--- src/rtl/wq_pkg.sv ---
package wq_pkg;
  typedef enum logic [2:0] {
    ST_IDLE,
    ST_ARMED,
    ST_WAIT,
    ST_DONE,
    ST_ACKED
  } wq_state_e;
endpackage

--- src/rtl/wq_rst_sync.sv ---
module wq_rst_sync #(
  parameter int STAGES = 2
) (
  input  logic clk,
  input  logic rst_n_in,
  output logic rst_n_out
);
  logic [STAGES-1:0] sync_q;

  always_ff @(posedge clk or negedge rst_n_in) begin
    if (!rst_n_in) sync_q <= '0;
    else           sync_q <= {sync_q[STAGES-2:0], 1'b1};
  end

  assign rst_n_out = sync_q[STAGES-1];
endmodule

--- src/rtl/wq_pin_sync.sv ---
module wq_pin_sync #(
  parameter int   STAGES    = 2,
  parameter logic RESET_VAL = 1'b1
) (
  input  logic clk,
  input  logic rst_n,
  input  logic d,
  output logic q
);
  logic [STAGES-1:0] chain_q;

  always_ff @(posedge clk or negedge rst_n) begin
    if (!rst_n) chain_q <= {STAGES{RESET_VAL}};
    else        chain_q <= {chain_q[STAGES-2:0], d};
  end

  assign q = chain_q[STAGES-1];
endmodule

--- src/rtl/wq_startup_cnt.sv ---
module wq_startup_cnt #(
  parameter int W = 13
) (
  input  logic         clk,
  input  logic         rst_n,
  input  logic         load,
  input  logic [W-1:0] load_val,
  output logic         zero
);
  logic [W-1:0] cnt_q, cnt_d;
  logic         cnt_en;

  assign zero   = (cnt_q == '0);
  assign cnt_en = load | ~zero;

  always_comb begin
    if (load) cnt_d = load_val;
    else      cnt_d = cnt_q - W'(1);
  end

  always_ff @(posedge clk or negedge rst_n) begin
    if (!rst_n)      cnt_q <= '0;
    else if (cnt_en) cnt_q <= cnt_d;
  end
endmodule

--- src/rtl/lvl_wake_qual.sv ---
module lvl_wake_qual
  import wq_pkg::*;
#(
  parameter int SYNC_STAGES = 2,
  parameter int RST_STAGES  = 2,
  parameter int SUT_CYC0    = 0,
  parameter int SUT_CYC1    = 16,
  parameter int SUT_CYC2    = 256,
  parameter int SUT_CYC3    = 4096
) (
  input  logic       clk,
  input  logic       rst_n,
  input  logic       sleep_en,
  input  logic       pin_n,
  input  logic [1:0] sut_sel,
  input  logic       ack,
  output logic       wake_done,
  output logic       irq_valid
);
  localparam int MAX01   = (SUT_CYC0 > SUT_CYC1) ? SUT_CYC0 : SUT_CYC1;
  localparam int MAX23   = (SUT_CYC2 > SUT_CYC3) ? SUT_CYC2 : SUT_CYC3;
  localparam int CNT_MAX = (MAX01 > MAX23) ? MAX01 : MAX23;
  localparam int CNT_W   = (CNT_MAX < 1) ? 1 : $clog2(CNT_MAX + 1);

  logic             rst_i;
  logic             pin_s;
  logic             low_s;
  logic             lo_prev_q, lo_prev_d;
  wq_state_e        st_q, st_d;
  logic             qualify;
  logic             finish;
  logic             cnt_load;
  logic             cnt_zero;
  logic [CNT_W-1:0] sut_len;
  logic             wake_d;
  logic             irq_d;

  wq_rst_sync #(.STAGES(RST_STAGES)) u_rst_sync (
    .clk       (clk),
    .rst_n_in  (rst_n),
    .rst_n_out (rst_i)
  );

  wq_pin_sync #(.STAGES(SYNC_STAGES), .RESET_VAL(1'b1)) u_pin_sync (
    .clk   (clk),
    .rst_n (rst_i),
    .d     (pin_n),
    .q     (pin_s)
  );

  wq_startup_cnt #(.W(CNT_W)) u_cnt (
    .clk      (clk),
    .rst_n    (rst_i),
    .load     (cnt_load),
    .load_val (sut_len),
    .zero     (cnt_zero)
  );

  always_comb begin
    case (sut_sel)
      2'd0:    sut_len = CNT_W'(SUT_CYC0);
      2'd1:    sut_len = CNT_W'(SUT_CYC1);
      2'd2:    sut_len = CNT_W'(SUT_CYC2);
      default: sut_len = CNT_W'(SUT_CYC3);
    endcase
  end

  assign low_s     = ~pin_s;
  assign lo_prev_d = (st_q == ST_ARMED) & low_s;
  assign qualify   = (st_q == ST_ARMED) & sleep_en & low_s & lo_prev_q;
  assign finish    = (st_q == ST_WAIT) & cnt_zero;
  assign cnt_load  = qualify;

  // next state
  always_comb begin
    st_d = st_q;
    case (st_q)
      ST_IDLE:  if (sleep_en) st_d = ST_ARMED;
      ST_ARMED: begin
        if (!sleep_en)    st_d = ST_IDLE;
        else if (qualify) st_d = ST_WAIT;
      end
      ST_WAIT:  if (cnt_zero) st_d = ST_DONE;
      ST_DONE:  if (ack) st_d = sleep_en ? ST_ACKED : ST_IDLE;
      ST_ACKED: if (!sleep_en) st_d = ST_IDLE;
      default:  st_d = ST_IDLE;
    endcase
  end

  assign wake_d = finish;

  always_comb begin
    if (ack)         irq_d = 1'b0;
    else if (finish) irq_d = low_s;
    else             irq_d = irq_valid;
  end

  always_ff @(posedge clk or negedge rst_i) begin
    if (!rst_i) begin
      st_q      <= ST_IDLE;
      lo_prev_q <= 1'b0;
      wake_done <= 1'b0;
      irq_valid <= 1'b0;
    end else begin
      st_q      <= st_d;
      lo_prev_q <= lo_prev_d;
      wake_done <= wake_d;
      irq_valid <= irq_d;
    end
  end
endmodule

--- config.mk ---
export PLATFORM = sky130hd
export DESIGN_NAME = lvl_wake_qual
export DESIGN_NICKNAME = d
export VERILOG_FILES = /design/src/rtl/wq_pkg.sv /design/src/rtl/wq_rst_sync.sv /design/src/rtl/wq_pin_sync.sv /design/src/rtl/wq_startup_cnt.sv /design/src/rtl/lvl_wake_qual.sv
export SDC_FILE = /design/constraint.sdc
export NUM_CORES = 1
export LEC_CHECK = 0
export BUFFER_PORTS_ARGS = -buffer_cell sky130_fd_sc_hd__buf_2
export CORE_MARGIN = 2
export CORE_UTILIZATION = 45
export CTS_CLUSTER_SIZE = 10
export DETAILED_ROUTE_END_ITERATION = 12
export SYNTH_ARGS = -nofsm -noshare
export SYNTH_HDL_FRONTEND = slang
export SYNTH_SLANG_ARGS = --single-unit
--- constraint.sdc ---
create_clock -name clk -period 1.4 [get_ports clk]
set_input_delay 0.21 -clock clk [delete_from_list [all_inputs] [get_ports clk]]
set_output_delay 0.21 -clock clk [all_outputs]
set_load 0.005 [all_outputs]
== Word-level counts from Yosys, hierarchy flattened ==
Cells that the tools add are included.

* Bits in registers: 23
* Input port bits: 7
* Output and inout bits: 2
* Logic and storage cells: 44

* Add/subtract/negate cells: 1
* Equality and inequality tests: 11
* Mux-type cells: 12
* Bitwise operators: 8
* Reduce and logical (&&, ||, !) cells: 5

{| class="wikitable"
|+ Operators with widths
! cell !! count
|-
| 13-bit one-hot mux with 3 select lines || 1
|-
| 3-bit 2-to-1 mux || 7
|-
| 3-bit one-hot mux with 5 select lines || 1
|-
| 13-bit logical NOT || 1
|-
| 13-bit 2-to-1 mux || 1
|-
| 13-bit by 1-bit subtractor with 13-bit output, second input constant || 1
|-
| 2-bit != test, second input constant || 4
|-
| 3-bit by 2-bit equality test with 1-bit output, second input constant || 2
|-
| 1-bit bitwise AND || 5
|-
| 5-bit AND reduction || 1
|-
| 3-bit by 1-bit equality test with 1-bit output, second input constant || 1
|-
| 3-bit equality test, second input constant || 1
|-
| 3-bit logical NOT || 1
|-
| 3-bit by 2-bit != test with 1-bit output, second input constant || 1
|-
| 2-bit by 1-bit equality test with 1-bit output, second input constant || 1
|-
| 2-bit equality test, second input constant || 1
|-
| 2-bit logical NOT || 1
|-
| 1-bit 2-to-1 mux || 2
|-
| 1-bit inverter || 2
|-
| 2-bit nonzero test || 1
|-
| 1-bit OR || 1
|}

== Logic depth before layout (Yosys ltp) ==
Gate-level depths: netlist of the first run.

* Depth after elaboration: 7
* Gate-level depth with buffers: 7
* Mapped depth without buffers: 6

== Modules after synthesis ==
A second synthesis of the first run with hierarchy kept.

* Cell total of the unflattened synthesis: 112
* Area, all modules: 1159.9 sq um

{| class="wikitable"
|+ By module, submodules not included
! module !! instances !! cells an instance !! area an instance (sq um) !! seq. area each (sq um)
|-
| wq_startup_cnt || 1 || 79 || 758.2 || 325.3
|-
| lvl_wake_qual || 1 || 28 || 295.3 || 150.1
|-
| wq_rst_sync || 1 || 3 || 53.8 || 50.0
|-
| wq_pin_sync || 1 || 2 || 52.6 || 52.6
|}

== Least setup slack after synthesis of the first run ==
Ideal clock, no wire load.

* Path type: reg-to-reg
* Start: register u_cnt.cnt_q[0]
* End: register u_cnt.cnt_q[6]
* Library setup time: 77 ps
* Arrival: 1971 ps
* Data required time: 1323 ps
* Path slack: -649 ps
* Cell stages (with the launch flop): 7
* Path buffers: 0
* Period minus slack after synthesis: 2049 ps
* Cells stage by stage: dfrtp_1 -> inv_1 -> ha_1 -> or3b_2 -> a31oi_1 -> or4b_1 -> a21oi_1

* Cells in the longest elaborated chain, start to end: 3
* Elaborated cells on any way between the ends: 5
* Classes of those cells: add/sub: 1; mux: 1; bitwise: 2; reduce/logical: 1

{| class="wikitable"
|+ Ends and longest elaborated chain
! item !! line !! source
|-
| start, declared || wq_startup_cnt.sv:10 || <nowiki>logic [W-1:0] cnt_q, cnt_d;</nowiki>
|-
| start signal, assigned || wq_startup_cnt.sv:23 || <nowiki>else if (cnt_en) cnt_q <= cnt_d;</nowiki>
|-
| parallel branches: the longest is 3 deep, another holds 13-bit by 1-bit subtractor with 13-bit output || - ||
|}

Several ways; the timed one is not identified.
A chain may end at the register's enable or synchronous reset.

== Final worst setup path of the first run ==
Ends and elaborated chain as after synthesis.

==> results of run 1 <==
## layer usage
metal / track usage [%] / wire length, µm / up-vias
li1: - / - / 510
met1: 29.8 / 1300 / 508
met2: 37.0 / 1350 / 7
met4: 7.69 / 46 / 0
met3: 1.67 / 32 / 6
met5: 0 / 0 / -
## worst max-delay path: stages, from the launching register on
cell and delay, ns:
dfrtp_1 0.42, inv_2 0.10, ha_4 0.13, or3b_4 0.39
a31oi_4 0.15, or4b_1 0.45, a21oi_1 0.14
## final timing paths
kind / slack [ns] / startpoint / end
max in group asynchronous: 0.91 / u_rst_sync.sync_q[1] / u_pin_sync.chain_q[0]
hold / removal: 0.04 / ack / irq_valid
min in group asynchronous: 0.19 / rst_n / u_rst_sync.sync_q[1]
setup reg to reg: -0.45 / u_cnt.cnt_q[0] / u_cnt.cnt_q[6]
hold reg to reg: 0.21 / u_rst_sync.sync_q[1] / u_cnt.cnt_q[4]
setup / recovery: -0.45 / u_cnt.cnt_q[0] / u_cnt.cnt_q[6]
## power groups by stage
stage                     Combinational (W)  Sequential [W]  Clock (W)
after CTS                         0.0000322        0.000675   0.000311
after global routing              0.0000354        0.000676   0.000342
after global placement            0.0000276        0.000687          0
final                             0.0000311        0.000675   0.000314
after detailed placement          0.0000279        0.000688          0
after floorplan                  0.00000193        0.000695          0
## flip-flops by register name, indices dropped and copies added, names as in the netlist
| signal | flops |
|---|---|
| u_pin_sync.chain_q | 2 |
| irq_valid | 1 |
| wake_done | 1 |
| lo_prev_q | 1 |
| st_q | 3 |
| u_rst_sync.sync_q | 2 |
| u_cnt.cnt_q | 13 |
## per-stage QoR
step	cells	TNS (ns)	utilization [%]	worst slack, ns
finish	191	-4.79	70.9	-0.451
global route	191	-5.87	70.9	-0.518
CTS	189	-4.64	68.8	-0.468
detailed placement	177	-4.21	62.9	-0.460
global placement	177	-3.42	62.9	-0.366
floorplan	108	-3.17	-	-0.459
## Yosys cell counts (2+ instances only)
cell type / n
a211oi_1: 4
a21oi_1: 13
and3_1: 2
buf_2: 3
dfrtp_1: 21
dfstp_2: 2
ha_1: 2
inv_1: 5
mux2i_1: 2
nand2_1: 2
nand2b_1: 4
nand3_1: 2
nand3b_1: 2
nor2_1: 8
nor3_1: 2
nor4_1: 2
o21ai_0: 4
o31ai_1: 3
o41ai_1: 2
or3_1: 4
or4_1: 5
xnor2_1: 3
## cell type report
cell class	instances	area, µm²	share of cell area [%]
inverters	5	18.8	1.10
multi-input cells	77	657	38.4
flip-flops and latches	23	579	33.9
repair buffers	52	390	22.8
well taps	30	37.5	2.20
clock buffers	4	26.3	1.54
## cells by family (layout without fill, tap and decap cells)
| group | Yosys count | after routing | share of synthesized area (%) |
|---|---|---|---|
| buffers and inverters | 8 | 61 | 3.03 |
| DFF | 23 | 23 | 51.9 |
| adders and majority gates | 2 | 2 | 2.25 |
| other | 1 | 1 | 0.337 |
| xor gates and xnor gates | 3 | 3 | 2.36 |
| and+or+nand+nor | 41 | 41 | 23.0 |
| AOI/OAI and AO/OA | 28 | 28 | 15.3 |
| muxes | 2 | 2 | 1.80 |
## repair_timing
item,4_1_cts,5_1_grt
cloned,1,0
buffers inserted,5,2
hold endpoints to repair,3,0
gates resized for setup,12,8
endpoints found under the setup margin,16,16
pin swaps,7,10
hold buffers,2,0
==> reports/metrics.cfg, run 1 <==
[status]
status = finished, violations left
violations = negative setup slack

[setup_path]
critPathKind = flip-flop to flip-flop
cp.required_ns = 1.65
end_kind = flip-flop
start_kind = flip-flop
cp_max_fo = 3
reg2reg_depth = 6
crit_arrival_ns = 2.10

[drt]
first_pass_iters = 3
drtAntennaViolNets = 0
routed-via-count = 1031
wl_per_cell_um = 14.3
routed_wl_um = 2730
drc = 0
via_per_inst = 5.40
drt_iter0_drc = 7

[global_routing]
grt_pass1_wl_um = 4590
grt_max_degree = 22
antenna_found_initial = 0
grt_overflow_total = 0
track_usage_pct = 22.0
grt_pass1_vias = 1047

[sta]
finalHoldViolCount = 0
finalMaxSlewViolations = 0
period_needed_ns = 1.85
finalClockSkew_ns = 0.00178
fin_crit_sh_pct = 132
rsz0062_at_grt = yes
clock.fmax_mhz = 540
timing.hold.ws_ns = 0.0387
worst_slack_ns = -0.451
setup_viol = 16

[place]
place_congestion = 0.776
dp_hpwl_um = 2030
place_area_um2 = 1520
port_buffers = 8

[synth]
yosysTopAreaCellShare_pct = 47.2
ys.flop_type = dfrtp_1
synthArstFlopShare_pct = 100
ys_seq_elements = 23
netlist_instances = 108
yosysTopAreaCell = dfrtp_1
synth_area_leaders = dfrtp_1 (47%), a21oi_1 (5.8%), dfstp_2 (4.7%)
yosysSeqAreaShare_pct = 51.9
synth.distinct_cells = 33
synth_area_per_cell_um2 = 10.3
synth_area_um2 = 1110
synth_edf_count = 0
synth_nets = 117
ys_warn_count = 0

[final_layout]
fillers = 188
area_growth_pct = 53.5
final_cell_mix = buf_4 (38), dfrtp_1 (20), a21oi_1 (12)
stdcell_area_um2 = 1710
nets = 171
antennaDiodeCount = 0
final_common_cell = buf_4
drive_above_1_share_pct = 52.2

[worst_hold_path]
hold_depth = 2
hold_class = input port to flip-flop

[pwr]
p_int_w = 0.000796
p_per_area_nw_per_um2 = 597
pwr-share-seq_pct = 66.2
combPwrFrac_pct = 3.0
p_clk_share_pct = 30.8
p_total_w = 0.00102
irDropWorstVdd_uv = 580
p_sw_share_pct = 22.0
p_leak_nw = 0.760
switchingPower_w = 0.000224

[die]
dieHeight_um = 53.7
fp.dieArea_um2 = 2890
start_util_pct = 46.2
core_area_um2 = 2410
die_w_um = 53.7
ios = 9
num_rows = 18

[clock_tree]
clkSlewWorstSetupHoldPaths_ns = 0.13
htreeDepth = 1
cts_max_path_buffers = 2
clock_latency_ns = 0.31
cts_tree = done
clkSinkCount = 23
cts_root_buf = clkbuf_4
numCtsBuffers = 3

[run]
maxCapViolCount = 0

Note: power is estimated with default switching activity, not from simulation.
==> inputs of run 2 (changes only) <==
- PLACE_DENSITY_LB_ADDON: unset -> 0.12
==> run 2 against run 1 <==
The flow still finishes with violations (negative setup slack). Critical path depth unchanged. Worst hold slack improved by 0.027 ns. Routed wire length increased by 7.8%. Clock power decreased by 4%. Die area unchanged. Largest cell class unchanged. First-iteration DRC count increased to 2.6 times the previous value. Sequential power about the same. Largest power group unchanged. Flip-flop and latch count unchanged. Critical endpoint unchanged. Clock skew about the same. Global-route usage increased by 0.11 points.
==> reports/metrics.cfg, run 2 (synthesis gave the netlist of run 1 again) <==
[status]
status = finished, violations left
violations = negative setup slack

[sta]
setup_tns_ns = -4.91
clock.fmax_mhz = 537
finalHoldViolCount = 0
finalMaxSlewViolations = 0
rsz0062_at_grt = yes
timing.hold.ws_ns = 0.0660
worst_slack_ns = -0.462
finalClockSkew_ns = 0.00135
fin_crit_sh_pct = 133
period_needed_ns = 1.86
setup_viol = 16

[worst_hold_path]
hold_class = input port to flip-flop
hold_depth = 2
holdPathEnd = irq_valid
min_from = ack

[place]
place_area_um2 = 1520
port_buffers = 8
place_congestion = 0.764
dp_hpwl_um = 2020
place_ws_ns = -0.451

[clock_tree]
cts_tree = done
cts_root_buf = clkbuf_4
clkSinkCount = 23
clock_latency_ns = 0.30
cts_max_path_buffers = 2
clkSlewWorstSetupHoldPaths_ns = 0.12
htreeDepth = 1
numCtsBuffers = 3

[die]
ios = 9
die_w_um = 53.7
num_rows = 18
start_util_pct = 46.2
dieHeight_um = 53.7
fp.dieArea_um2 = 2890
core_area_um2 = 2410

[global_routing]
grt_max_degree = 22
antenna_found_initial = 0
top_usage_layer = met2
grt_pass1_vias = 985
grt_util_met3_pct = 3.33
grt_pass1_wl_um = 4510
grt_use_met1_pct = 29.1
grtUsageMet2_pct = 37.6
track_usage_pct = 22.1
grt_overflow_total = 0

[setup_path]
r2r-start = u_cnt.cnt_q[1]
rr_endpoint = u_cnt.cnt_q[6]
reg2reg_depth = 6
end_kind = flip-flop
start_kind = flip-flop
cp.required_ns = 1.64
crit_arrival_ns = 2.10
cp_max_fo = 3
critPathKind = flip-flop to flip-flop
rrSetupSlack_ns = -0.46

[final_layout]
final_common_cell = buf_4
largest_register_ffs = 13
nets = 169
drive_above_1_share_pct = 55.3
stdcell_area_um2 = 1710
top_register = u_cnt.cnt_q
final_cell_mix = buf_4 (37), dfrtp_1 (20), a21oi_1 (8), buf_2 (8), nor2_1 (7)
antennaDiodeCount = 0
reg_top3 = u_cnt.cnt_q (13), st_q (3)
area_growth_pct = 53.8

[drt]
routed_wl_um = 2940
drtAntennaViolNets = 0
wl_per_cell_um = 15.6
routed-via-count = 1030
via_per_inst = 5.45
drc = 0
first_pass_iters = 6
drt_iter0_drc = 18

[pwr]
p_leak_nw = 0.751
p_total_w = 0.00101
irDropWorstVdd_uv = 615
p_per_area_nw_per_um2 = 587

[run]
maxCapViolCount = 0

==> run 2: worst max-delay path, stage by stage (launching register included) <==
cell	delay, ns
dfrtp_1	0.43
inv_2	0.09
ha_4	0.13
or3b_4	0.39
a31oi_4	0.16
or4b_4	0.48
a21oi_2	0.13
==> run 2: worst max path at each step <==
stage | startpoint | to | slack [ns]
3_5_place_dp | u_cnt.cnt_q[0] | u_cnt.cnt_q[6] | -0.45
4_1_cts | u_cnt.cnt_q[1] | u_cnt.cnt_q[6] | -0.45
6_report | u_cnt.cnt_q[1] | u_cnt.cnt_q[6] | -0.46
2_1_floorplan | u_cnt.cnt_q[3] | u_cnt.cnt_q[9] | -0.46
5_1_grt | u_cnt.cnt_q[1] | u_cnt.cnt_q[6] | -0.52
3_3_place_gp | u_cnt.cnt_q[0] | u_cnt.cnt_q[6] | -0.37
==> run 2: area by class of cell <==
cell class              count  area [µm²]
clock buffers               4        26.3
multi-input cells          77         679
flip-flops and latches     23         579
well taps                  30        37.5
fillers                   174         697
repair buffers             50         372
inverters                   5        18.8
==> run 2: timing repair <==
action,4_1_cts,5_1_grt
setup buffers,5,1
hold buffers,2,0
gates resized for setup,8,16
pin swaps,5,5
endpoints found under the hold margin,3,0
setup endpoints to repair,16,16
==> run 2: per-stage QoR <==
step / cells / util, %
2_1_floorplan: 108 / -
3_3_place_gp: 177 / 62.9
3_5_place_dp: 177 / 62.9
4_1_cts: 188 / 68.0
5_1_grt: 189 / 71.1
6_report: 189 / 71.1
==> run 2: metal layers <==
| layer | vias to the layer above | wire length [µm] | share of wire [%] |
|---|---|---|---|
| met5 | - | 0 | 0 |
| met4 | 0 | 19 | 0.65 |
| met3 | 4 | 77 | 2.6 |
| met2 | 23 | 1450 | 49 |
| met1 | 501 | 1390 | 47 |
| li1 | 502 | - | - |
==> run 2: power by group <==
part           internal (W)  leakage (nW)  switching, W
clock network      0.000111        0.0150      0.000189
logic             0.0000126         0.484     0.0000185
registers          0.000672         0.252    0.00000250
